### src/rtl/tmr_host_pkg.sv
`timescale 1ns/1ps
package tmr_host_pkg;
    localparam int NCH    = 3;
    localparam int BYTE_W = 8;
    localparam int CNT_W  = 2 * BYTE_W;
    localparam int MODE_W = 3;
    localparam int ADDR_W = 2;
    localparam logic [ADDR_W-1:0] CTRL_ADDR = ADDR_W'(NCH);

    typedef enum logic [1:0] {
        ACC_NONE = 2'd0,   // latch command / unprogrammed / nothing frozen
        ACC_LO   = 2'd1,
        ACC_HI   = 2'd2,
        ACC_WORD = 2'd3
    } acc_e;

    typedef struct packed {
        acc_e                acc;
        logic [MODE_W-1:0]   mode;
        logic                bcd;
        logic                wflip;
        logic                rflip;
        logic [BYTE_W-1:0]   wlo;
        logic [CNT_W-1:0]    cnt_lat;
        acc_e                cnt_pend;
        logic [BYTE_W-1:0]   sts;
        logic                sts_pend;
        logic                load;
        logic [CNT_W-1:0]    load_val;
    } chan_st_t;
endpackage

### src/rtl/tmr_ctl_decode.sv
`timescale 1ns/1ps
module tmr_ctl_decode
    import tmr_host_pkg::*;
(
    input  logic [ADDR_W-1:0] addr,
    input  logic              wr_en,
    input  logic              rd_en,
    input  logic [BYTE_W-1:0] wr_data,
    output logic [NCH-1:0]    ctl_wr,
    output logic [NCH-1:0]    lat_cnt,
    output logic [NCH-1:0]    lat_sts,
    output logic [NCH-1:0]    data_wr,
    output logic [NCH-1:0]    data_rd
);
    logic       ctl_sel;
    logic [1:0] chan_f;
    logic [1:0] acc_f;
    logic       rb_cmd;

    always_comb begin
        ctl_sel = wr_en && (addr == CTRL_ADDR);
        chan_f  = wr_data[7:6];
        acc_f   = wr_data[5:4];
        rb_cmd  = ctl_sel && (chan_f == 2'd3);
        for (int n = 0; n < NCH; n++) begin
            data_wr[n] = wr_en && (addr == ADDR_W'(n));
            data_rd[n] = rd_en && (addr == ADDR_W'(n));
            ctl_wr[n]  = ctl_sel && (chan_f == 2'(n)) && (acc_f != 2'd0);
            lat_cnt[n] = (ctl_sel && (chan_f == 2'(n)) && (acc_f == 2'd0))
                       || (rb_cmd && wr_data[1+n] && !wr_data[5]);
            lat_sts[n] = rb_cmd && wr_data[1+n] && !wr_data[4];
        end
    end
endmodule

### src/rtl/tmr_chan_regs.sv
`timescale 1ns/1ps
module tmr_chan_regs
    import tmr_host_pkg::*;
(
    input  logic              clk,
    input  logic              rst_n,
    input  logic              ctl_wr,
    input  logic              lat_cnt,
    input  logic              lat_sts,
    input  logic              data_wr,
    input  logic              data_rd,
    input  logic [BYTE_W-1:0] wdata,
    input  logic [CNT_W-1:0]  live_count,
    input  logic              out_lvl,
    output logic [BYTE_W-1:0] rdata,
    output logic [MODE_W-1:0] mode_o,
    output logic              bcd_o,
    output logic              load_o,
    output logic [CNT_W-1:0]  load_val_o
);
    chan_st_t q, d;
    logic [MODE_W-1:0] mode_raw;

    always_comb begin
        d      = q;
        d.load = 1'b0;
        rdata  = '0;

        // read path: status, then frozen count, then live count
        if (q.sts_pend) begin
            rdata = q.sts;
            if (data_rd) d.sts_pend = 1'b0;
        end else if (q.cnt_pend != ACC_NONE) begin
            unique case (q.cnt_pend)
                ACC_HI: begin
                    rdata = q.cnt_lat[CNT_W-1:BYTE_W];
                    if (data_rd) d.cnt_pend = ACC_NONE;
                end
                ACC_WORD: begin
                    rdata = q.cnt_lat[BYTE_W-1:0];
                    if (data_rd) d.cnt_pend = ACC_HI;
                end
                default: begin
                    rdata = q.cnt_lat[BYTE_W-1:0];
                    if (data_rd) d.cnt_pend = ACC_NONE;
                end
            endcase
        end else begin
            unique case (q.acc)
                ACC_HI:   rdata = live_count[CNT_W-1:BYTE_W];
                ACC_WORD: begin
                    rdata = q.rflip ? live_count[CNT_W-1:BYTE_W]
                                    : live_count[BYTE_W-1:0];
                    if (data_rd) d.rflip = !q.rflip;
                end
                default:  rdata = live_count[BYTE_W-1:0];
            endcase
        end

        // write assembly
        if (data_wr) begin
            unique case (q.acc)
                ACC_HI: begin
                    d.load     = 1'b1;
                    d.load_val = {wdata, {BYTE_W{1'b0}}};
                end
                ACC_WORD: begin
                    if (!q.wflip) begin
                        d.wlo   = wdata;
                        d.wflip = 1'b1;
                    end else begin
                        d.load     = 1'b1;
                        d.load_val = {wdata, q.wlo};
                        d.wflip    = 1'b0;
                    end
                end
                default: begin
                    d.load     = 1'b1;
                    d.load_val = {{BYTE_W{1'b0}}, wdata};
                end
            endcase
        end

        // captures, ignored while an earlier one is unread
        if (lat_cnt && (q.cnt_pend == ACC_NONE)) begin
            d.cnt_lat  = live_count;
            d.cnt_pend = (q.acc == ACC_NONE) ? ACC_LO : q.acc;
        end
        if (lat_sts && !q.sts_pend) begin
            d.sts      = {out_lvl, 1'b0, q.acc, q.mode, q.bcd};
            d.sts_pend = 1'b1;
        end

        // programming word (last, so it wins over a same-cycle read toggle)
        mode_raw = wdata[3:1];
        if (ctl_wr) begin
            d.acc   = acc_e'(wdata[5:4]);
            d.mode  = (mode_raw[2] && mode_raw[1]) ? {1'b0, mode_raw[1:0]} : mode_raw;
            d.bcd   = wdata[0];
            d.wflip = 1'b0;
            d.rflip = 1'b0;
        end
    end

    always_ff @(posedge clk) begin
        if (!rst_n) begin
            q <= '0;
        end else begin
            q <= d;
        end
    end

    assign mode_o     = q.mode;
    assign bcd_o      = q.bcd;
    assign load_o     = q.load;
    assign load_val_o = q.load_val;

    AST_CTL_RESTARTS_FLIPS: assert property (@(posedge clk) disable iff (!rst_n)
        ctl_wr |=> (!q.wflip && !q.rflip));
    AST_CNT_FROZEN: assert property (@(posedge clk) disable iff (!rst_n)
        ((q.cnt_pend != ACC_NONE) && !data_rd) |=> $stable(q.cnt_lat));
    AST_STS_FROZEN: assert property (@(posedge clk) disable iff (!rst_n)
        (q.sts_pend && !data_rd) |=> $stable(q.sts));
    AST_STS_READ_CLEARS: assert property (@(posedge clk) disable iff (!rst_n)
        (q.sts_pend && data_rd) |=> !q.sts_pend);
    AST_LOAD_NEEDS_WRITE: assert property (@(posedge clk) disable iff (!rst_n)
        q.load |-> $past(data_wr));
endmodule

### src/rtl/tmr_host_if.sv
`timescale 1ns/1ps
module tmr_host_if
    import tmr_host_pkg::*;
(
    input  logic                    clk,
    input  logic                    rst_n,
    input  logic [ADDR_W-1:0]       addr,
    input  logic                    wr_en,
    input  logic                    rd_en,
    input  logic [BYTE_W-1:0]       wr_data,
    output logic [BYTE_W-1:0]       rd_data,
    input  logic [NCH*CNT_W-1:0]    ch_count,
    input  logic [NCH-1:0]          ch_out,
    output logic [NCH*MODE_W-1:0]   ch_mode,
    output logic [NCH-1:0]          ch_bcd,
    output logic [NCH-1:0]          ch_load,
    output logic [NCH*CNT_W-1:0]    ch_load_val
);
    logic [NCH-1:0]    ctl_wr, lat_cnt, lat_sts, data_wr, data_rd;
    logic [BYTE_W-1:0] ch_rdata [NCH];

    tmr_ctl_decode u_dec (
        .addr    (addr),
        .wr_en   (wr_en),
        .rd_en   (rd_en),
        .wr_data (wr_data),
        .ctl_wr  (ctl_wr),
        .lat_cnt (lat_cnt),
        .lat_sts (lat_sts),
        .data_wr (data_wr),
        .data_rd (data_rd)
    );

    for (genvar n = 0; n < NCH; n++) begin : g_ch
        tmr_chan_regs u_ch (
            .clk        (clk),
            .rst_n      (rst_n),
            .ctl_wr     (ctl_wr[n]),
            .lat_cnt    (lat_cnt[n]),
            .lat_sts    (lat_sts[n]),
            .data_wr    (data_wr[n]),
            .data_rd    (data_rd[n]),
            .wdata      (wr_data),
            .live_count (ch_count[n*CNT_W +: CNT_W]),
            .out_lvl    (ch_out[n]),
            .rdata      (ch_rdata[n]),
            .mode_o     (ch_mode[n*MODE_W +: MODE_W]),
            .bcd_o      (ch_bcd[n]),
            .load_o     (ch_load[n]),
            .load_val_o (ch_load_val[n*CNT_W +: CNT_W])
        );
    end

    always_comb begin
        rd_data = '0;
        for (int n = 0; n < NCH; n++) begin
            if (rd_en && (addr == ADDR_W'(n))) rd_data = ch_rdata[n];
        end
    end

    AST_ONE_LOAD: assert property (@(posedge clk) disable iff (!rst_n)
        $onehot0(ch_load));
    AST_IDLE_BUS_QUIET: assert property (@(posedge clk) disable iff (!rst_n)
        (!rd_en || addr == CTRL_ADDR) |-> (rd_data == '0));
endmodule

### config.mk
export PLATFORM = sky130hd
export DESIGN_NAME = tmr_host_if
export DESIGN_NICKNAME = d
export VERILOG_FILES = /design/src/rtl/tmr_host_pkg.sv /design/src/rtl/tmr_ctl_decode.sv /design/src/rtl/tmr_chan_regs.sv /design/src/rtl/tmr_host_if.sv
export SDC_FILE = /design/constraint.sdc
export NUM_CORES = 1
export LEC_CHECK = 0
export CAP_MARGIN = 20
export CORE_ASPECT_RATIO = 1.25
export CORE_UTILIZATION = 51
export DETAILED_ROUTE_END_ITERATION = 10
export PLACE_DENSITY_LB_ADDON = 0.1
export SLEW_MARGIN = 10
export SYNTH_ARGS = -nofsm -noshare
export SYNTH_HDL_FRONTEND = slang
export SYNTH_SLANG_ARGS = --single-unit
### constraint.sdc
create_clock -name clk -period 2.25 [get_ports clk]
set_input_delay 0.45 -clock clk [delete_from_list [all_inputs] [get_ports clk]]
set_output_delay 0.45 -clock clk [all_outputs]
set_load 0.03 [all_outputs]
==> flow_metrics.env <==
export IMPL_status="finished, violations left"
export IMPL_failing_checks="negative setup slack"
export IMPL_htree_levels=4
export IMPL_design_die_area_um2=17200
export IMPL_power_density_cell_area_nw_per_um2=629
export IMPL_yosysTopAreaCell="sky130_fd_sc_hd__dfxtp_1"
export IMPL_final_total_pwr_uw=6880
export IMPL_setup_repair_after_global_routing_missed_its_margin="true"
export IMPL_p_switching_uw=1660
export IMPL_hpwlAfterDp_um=15400
export IMPL_clock_tree_root_cell="sky130_fd_sc_hd__clkbuf_16"
export IMPL_total_leakage_power_uw=0.00396
export IMPL_timing_final_ws_setup_ns=-0.350
export IMPL_drive_above_1_share=0.168
export IMPL_synth_area_in_simple_gates=0.207
export IMPL_final_cycle_share=1.16
export IMPL_tritoncts="yes"
export IMPL_synth_top_cell_area_share=0.416
export IMPL_fillers=1368
export IMPL_synth_edff_count=0
export IMPL_p_int_uw=5220
export IMPL_routed_wire_length_per_instance_um=16.5
export IMPL_postRouteAntennaNets=0
export IMPL_clock_pin_slew_worst_setup_and_hold_paths_ns=0.07
export IMPL_insertion_delay_ns=0.43
export IMPL_number_of_clock_buffers_inserted_by_tritoncts=17
export IMPL_timing_hold_violations_final=0
export IMPL_fmax_ghz=0.385
export IMPL_worst_slew_margin_rel=0.519
export IMPL_setup_violations=8
export IMPL_synthTopCellsByArea="sky130_fd_sc_hd__dfxtp_1 (42%), sky130_fd_sc_hd__mux2i_1 (13%), sky130_fd_sc_hd__nor2_1 (8.5%)"
export IMPL_synth_ff_latch_count=177
export IMPL_final_area_um2=10900
export IMPL_setup_worst_path_start_class="flip-flop"
export IMPL_setup_reg_to_reg_worst_slack_ns=0.40
export IMPL_post_route_min_period_ns=2.60
export IMPL_synth_cell_types=52
export IMPL_netlist_area_um2=8520
export IMPL_number_of_antenna_violations_at_the_first_check_in_global_routing=0
export IMPL_synth_top_family_by_area="simple AND/OR/NAND/NOR gates"
export IMPL_mappedNetlistNets=1045
export IMPL_post_synthesis_mean_instance_area_um2=8.70
export IMPL_async_flop_share=0
export IMPL_placer_congestion_estimate=0.908
export IMPL_maximum_number_of_pins_on_one_net_before_global_route_repair=36
export IMPL_first_global_vias=6648
export IMPL_critical_path_class="reg2out"
export IMPL_synth_xor_area_share=0.00514
export IMPL_syn_to_final_growth_pct=28.4
export IMPL_worstMarginPinSlew_ns=0.721
export IMPL_port_buffers=135
export IMPL_drt_pass1_iter_count=5
export IMPL_pin_count=136
export IMPL_grt_first_pass_wirelength_um=34900
export IMPL_rr_worst_depth=9
export IMPL_synthesis_yosys_warnings=0
export IMPL_core_um2=16300
export IMPL_power_frac_clock=0.434
export IMPL_regToRegEndpoint="g_ch[1].u_ch.q[32]"
export IMPL_power_switching_share=0.241
export IMPL_power_ir_vdd_worst_v=0.000402
export IMPL_initial_core_utilization=0.524
export IMPL_post_place_cell_area_um2=10200
export IMPL_worstHoldPathCells=2
export IMPL_routed_via_density=5.38
export IMPL_drt_drc_violations_left=0
export IMPL_critPathArrivalTime_ns=2.15
export IMPL_place_ws_ns=-0.537
export IMPL_antennaDiodeCount=0
export IMPL_report_final_slew_viol_count=0
export IMPL_synth_ff_type="sky130_fd_sc_hd__dfxtp_1"
export IMPL_row_count=52
export IMPL_routed_via_count=7079
export IMPL_synth_seq_area_share=0.416
export IMPL_timing_critical_path_to="rd_data[7]"
export IMPL_p_seq_frac=0.463
export IMPL_cap_viol_max_count=0
export IMPL_global_route_overflow_total=0
export IMPL_die_y_um=147
export IMPL_die_x_um=118
export IMPL_postSynthCellCount=980
export IMPL_synth_adder_area_share=0
export IMPL_critical_path_peak_fanout=15
export IMPL_finalClockSkew_ns=0.0124
export IMPL_critical_path_required_ns=1.80
export IMPL_layout_nets=1154
export IMPL_crit_start="g_ch[1].u_ch.q[26]"
export IMPL_regToRegStartpoint="g_ch[1].u_ch.q[26]"
export IMPL_grt_total_usage=0.255
export IMPL_cts_sink_cnt=177
export IMPL_routed_wl_um=21800
export IMPL_synth_compound_area_frac=0.129
export IMPL_cts_buffer_depth=2
export IMPL_drt_first_iter_violations=358
export IMPL_worst_hold_slack_ns=0.485
export IMPL_critical_path_endpoint_type="output port"
export IMPL_timing_hold_worst_class="reg2reg"
export IMPL_comb_power_share=0.102
export IMPL_synthMuxAreaShare=0.136
[cell usage in the layout, fill, tap and decap left out, drive strengths merged, types with 3 or more instances in the layout]
cell type / netlist / final
a211oi: 39 / 39
a21oi: 38 / 38
a22oi: 24 / 24
a311oi: 7 / 7
a31oi: 10 / 10
and2: 4 / 4
and3: 25 / 25
and3b: 9 / 9
buf: 91 / 104
clkbuf: 50 / 20
clkdlybuf4s50: 0 / 124
clkinv: 2 / 8
dfxtp: 177 / 177
dlygate4sd2: 0 / 3
inv: 14 / 15
mux2: 8 / 8
mux2i: 107 / 107
nand2: 32 / 32
nand2b: 19 / 19
nand3: 12 / 12
nand3b: 4 / 4
nand4: 10 / 10
nor2: 196 / 196
nor2b: 5 / 5
nor3: 30 / 30
nor3b: 6 / 6
nor4: 4 / 4
o211ai: 7 / 7
o21ai: 27 / 27
o311ai: 7 / 7
xor2: 4 / 4
[layout make-up]
cell class | instances | area (um^2) | area share
Timing Repair Buffer | 231 | 2240 | 0.205
Clock inverter | 11 | 131 | 0.0120
Multi-Input combinational cell | 646 | 4220 | 0.386
Clock buffer | 20 | 467 | 0.0426
Sequential cell | 177 | 3550 | 0.324
Tap cell | 216 | 270 | 0.0247
Inverter | 16 | 62.6 | 0.00572
[worst min path at each step]
stage	start	endpoint
detailed placement	g_ch[0].u_ch.q[31]	g_ch[0].u_ch.q[31]
floorplan	g_ch[0].u_ch.q[28]	g_ch[0].u_ch.q[28]
CTS	g_ch[0].u_ch.q[31]	g_ch[0].u_ch.q[31]
finish	g_ch[0].u_ch.q[31]	g_ch[0].u_ch.q[31]
global route	g_ch[1].u_ch.q[23]	g_ch[1].u_ch.q[23]
global placement	g_ch[1].u_ch.q[49]	g_ch[1].u_ch.q[49]
[kinds of logic after synthesis]
family	Yosys count
flops	177
compound gates	166
mux	115
simple gates	360
buf+inv	157
xor+xnor	5
[critical path, stage by stage, from the launching register on]
cell and delay, ns:
sky130_fd_sc_hd__dfxtp_4 0.40, sky130_fd_sc_hd__nor2_4 0.20, sky130_fd_sc_hd__buf_4 0.15, sky130_fd_sc_hd__nand2_1 0.04
sky130_fd_sc_hd__o211ai_1 0.31, sky130_fd_sc_hd__a311oi_2 0.21, sky130_fd_sc_hd__a211oi_2 0.21, sky130_fd_sc_hd__buf_4 0.20
[what timing repair did]
item / 4_1_cts / 5_1_grt
setup buffers: 5 / 0
gates cloned: 1 / 0
setup endpoints to repair: 8 / 8
resized for setup: 30 / 3
pin swaps: 10 / 6
hold buffers: 0 / 0
[metal layers]
| metal | global-route usage | vias to the layer above | wire, um |
|---|---|---|---|
| met3 | 0.0488 | 32 | 714 |
| met5 | 0 | - | 0 |
| met4 | 0.0929 | 0 | 522 |
| met1 | 0.323 | 3325 | 9920 |
| li1 | - | 3562 | - |
| met2 | 0.430 | 160 | 10600 |
[synthesized netlist by cell type (all sizes together), types with 6 or more instances]
master and instances:
nor2 196, dfxtp 177, mux2i 107, buf 91, clkbuf 50, a211oi 39, a21oi 38, nand2 32
nor3 30, o21ai 27, and3 25, a22oi 24, nand2b 19, inv 14, nand3 12, a31oi 10
nand4 10, and3b 9, mux2 8, a311oi 7, o211ai 7, o311ai 7, nor3b 6
[state kept, by name, indices dropped and copies added, names as in the netlist]
signal and flops:
g_ch.u_ch.load_val_o 48, g_ch.u_ch.load_o 3, g_ch.u_ch.mode_o 9, g_ch.u_ch.bcd_o 3, g_ch.u_ch.q 114
[power groups by stage]
stage / clock, uW / combinational [uW] / sequential (uW)
2_1_floorplan: 0 / 372 / 3250
6_report: 2990 / 705 / 3190
3_3_place_gp: 0 / 688 / 3260
4_1_cts: 3040 / 706 / 3190
3_5_place_dp: 0 / 691 / 3260
5_1_grt: 3170 / 749 / 3190
[through the flow]
stage / instances / setup TNS (ns) / util
CTS: 1317 / -2.64 / 0.672
floorplan: 980 / -0.000634 / -
global placement: 1281 / -40.06 / 0.627
finish: 1317 / -2.42 / 0.673
detailed placement: 1281 / -43.47 / 0.627
global route: 1317 / -3.07 / 0.673
Note: power is estimated with default switching activity, not from simulation.
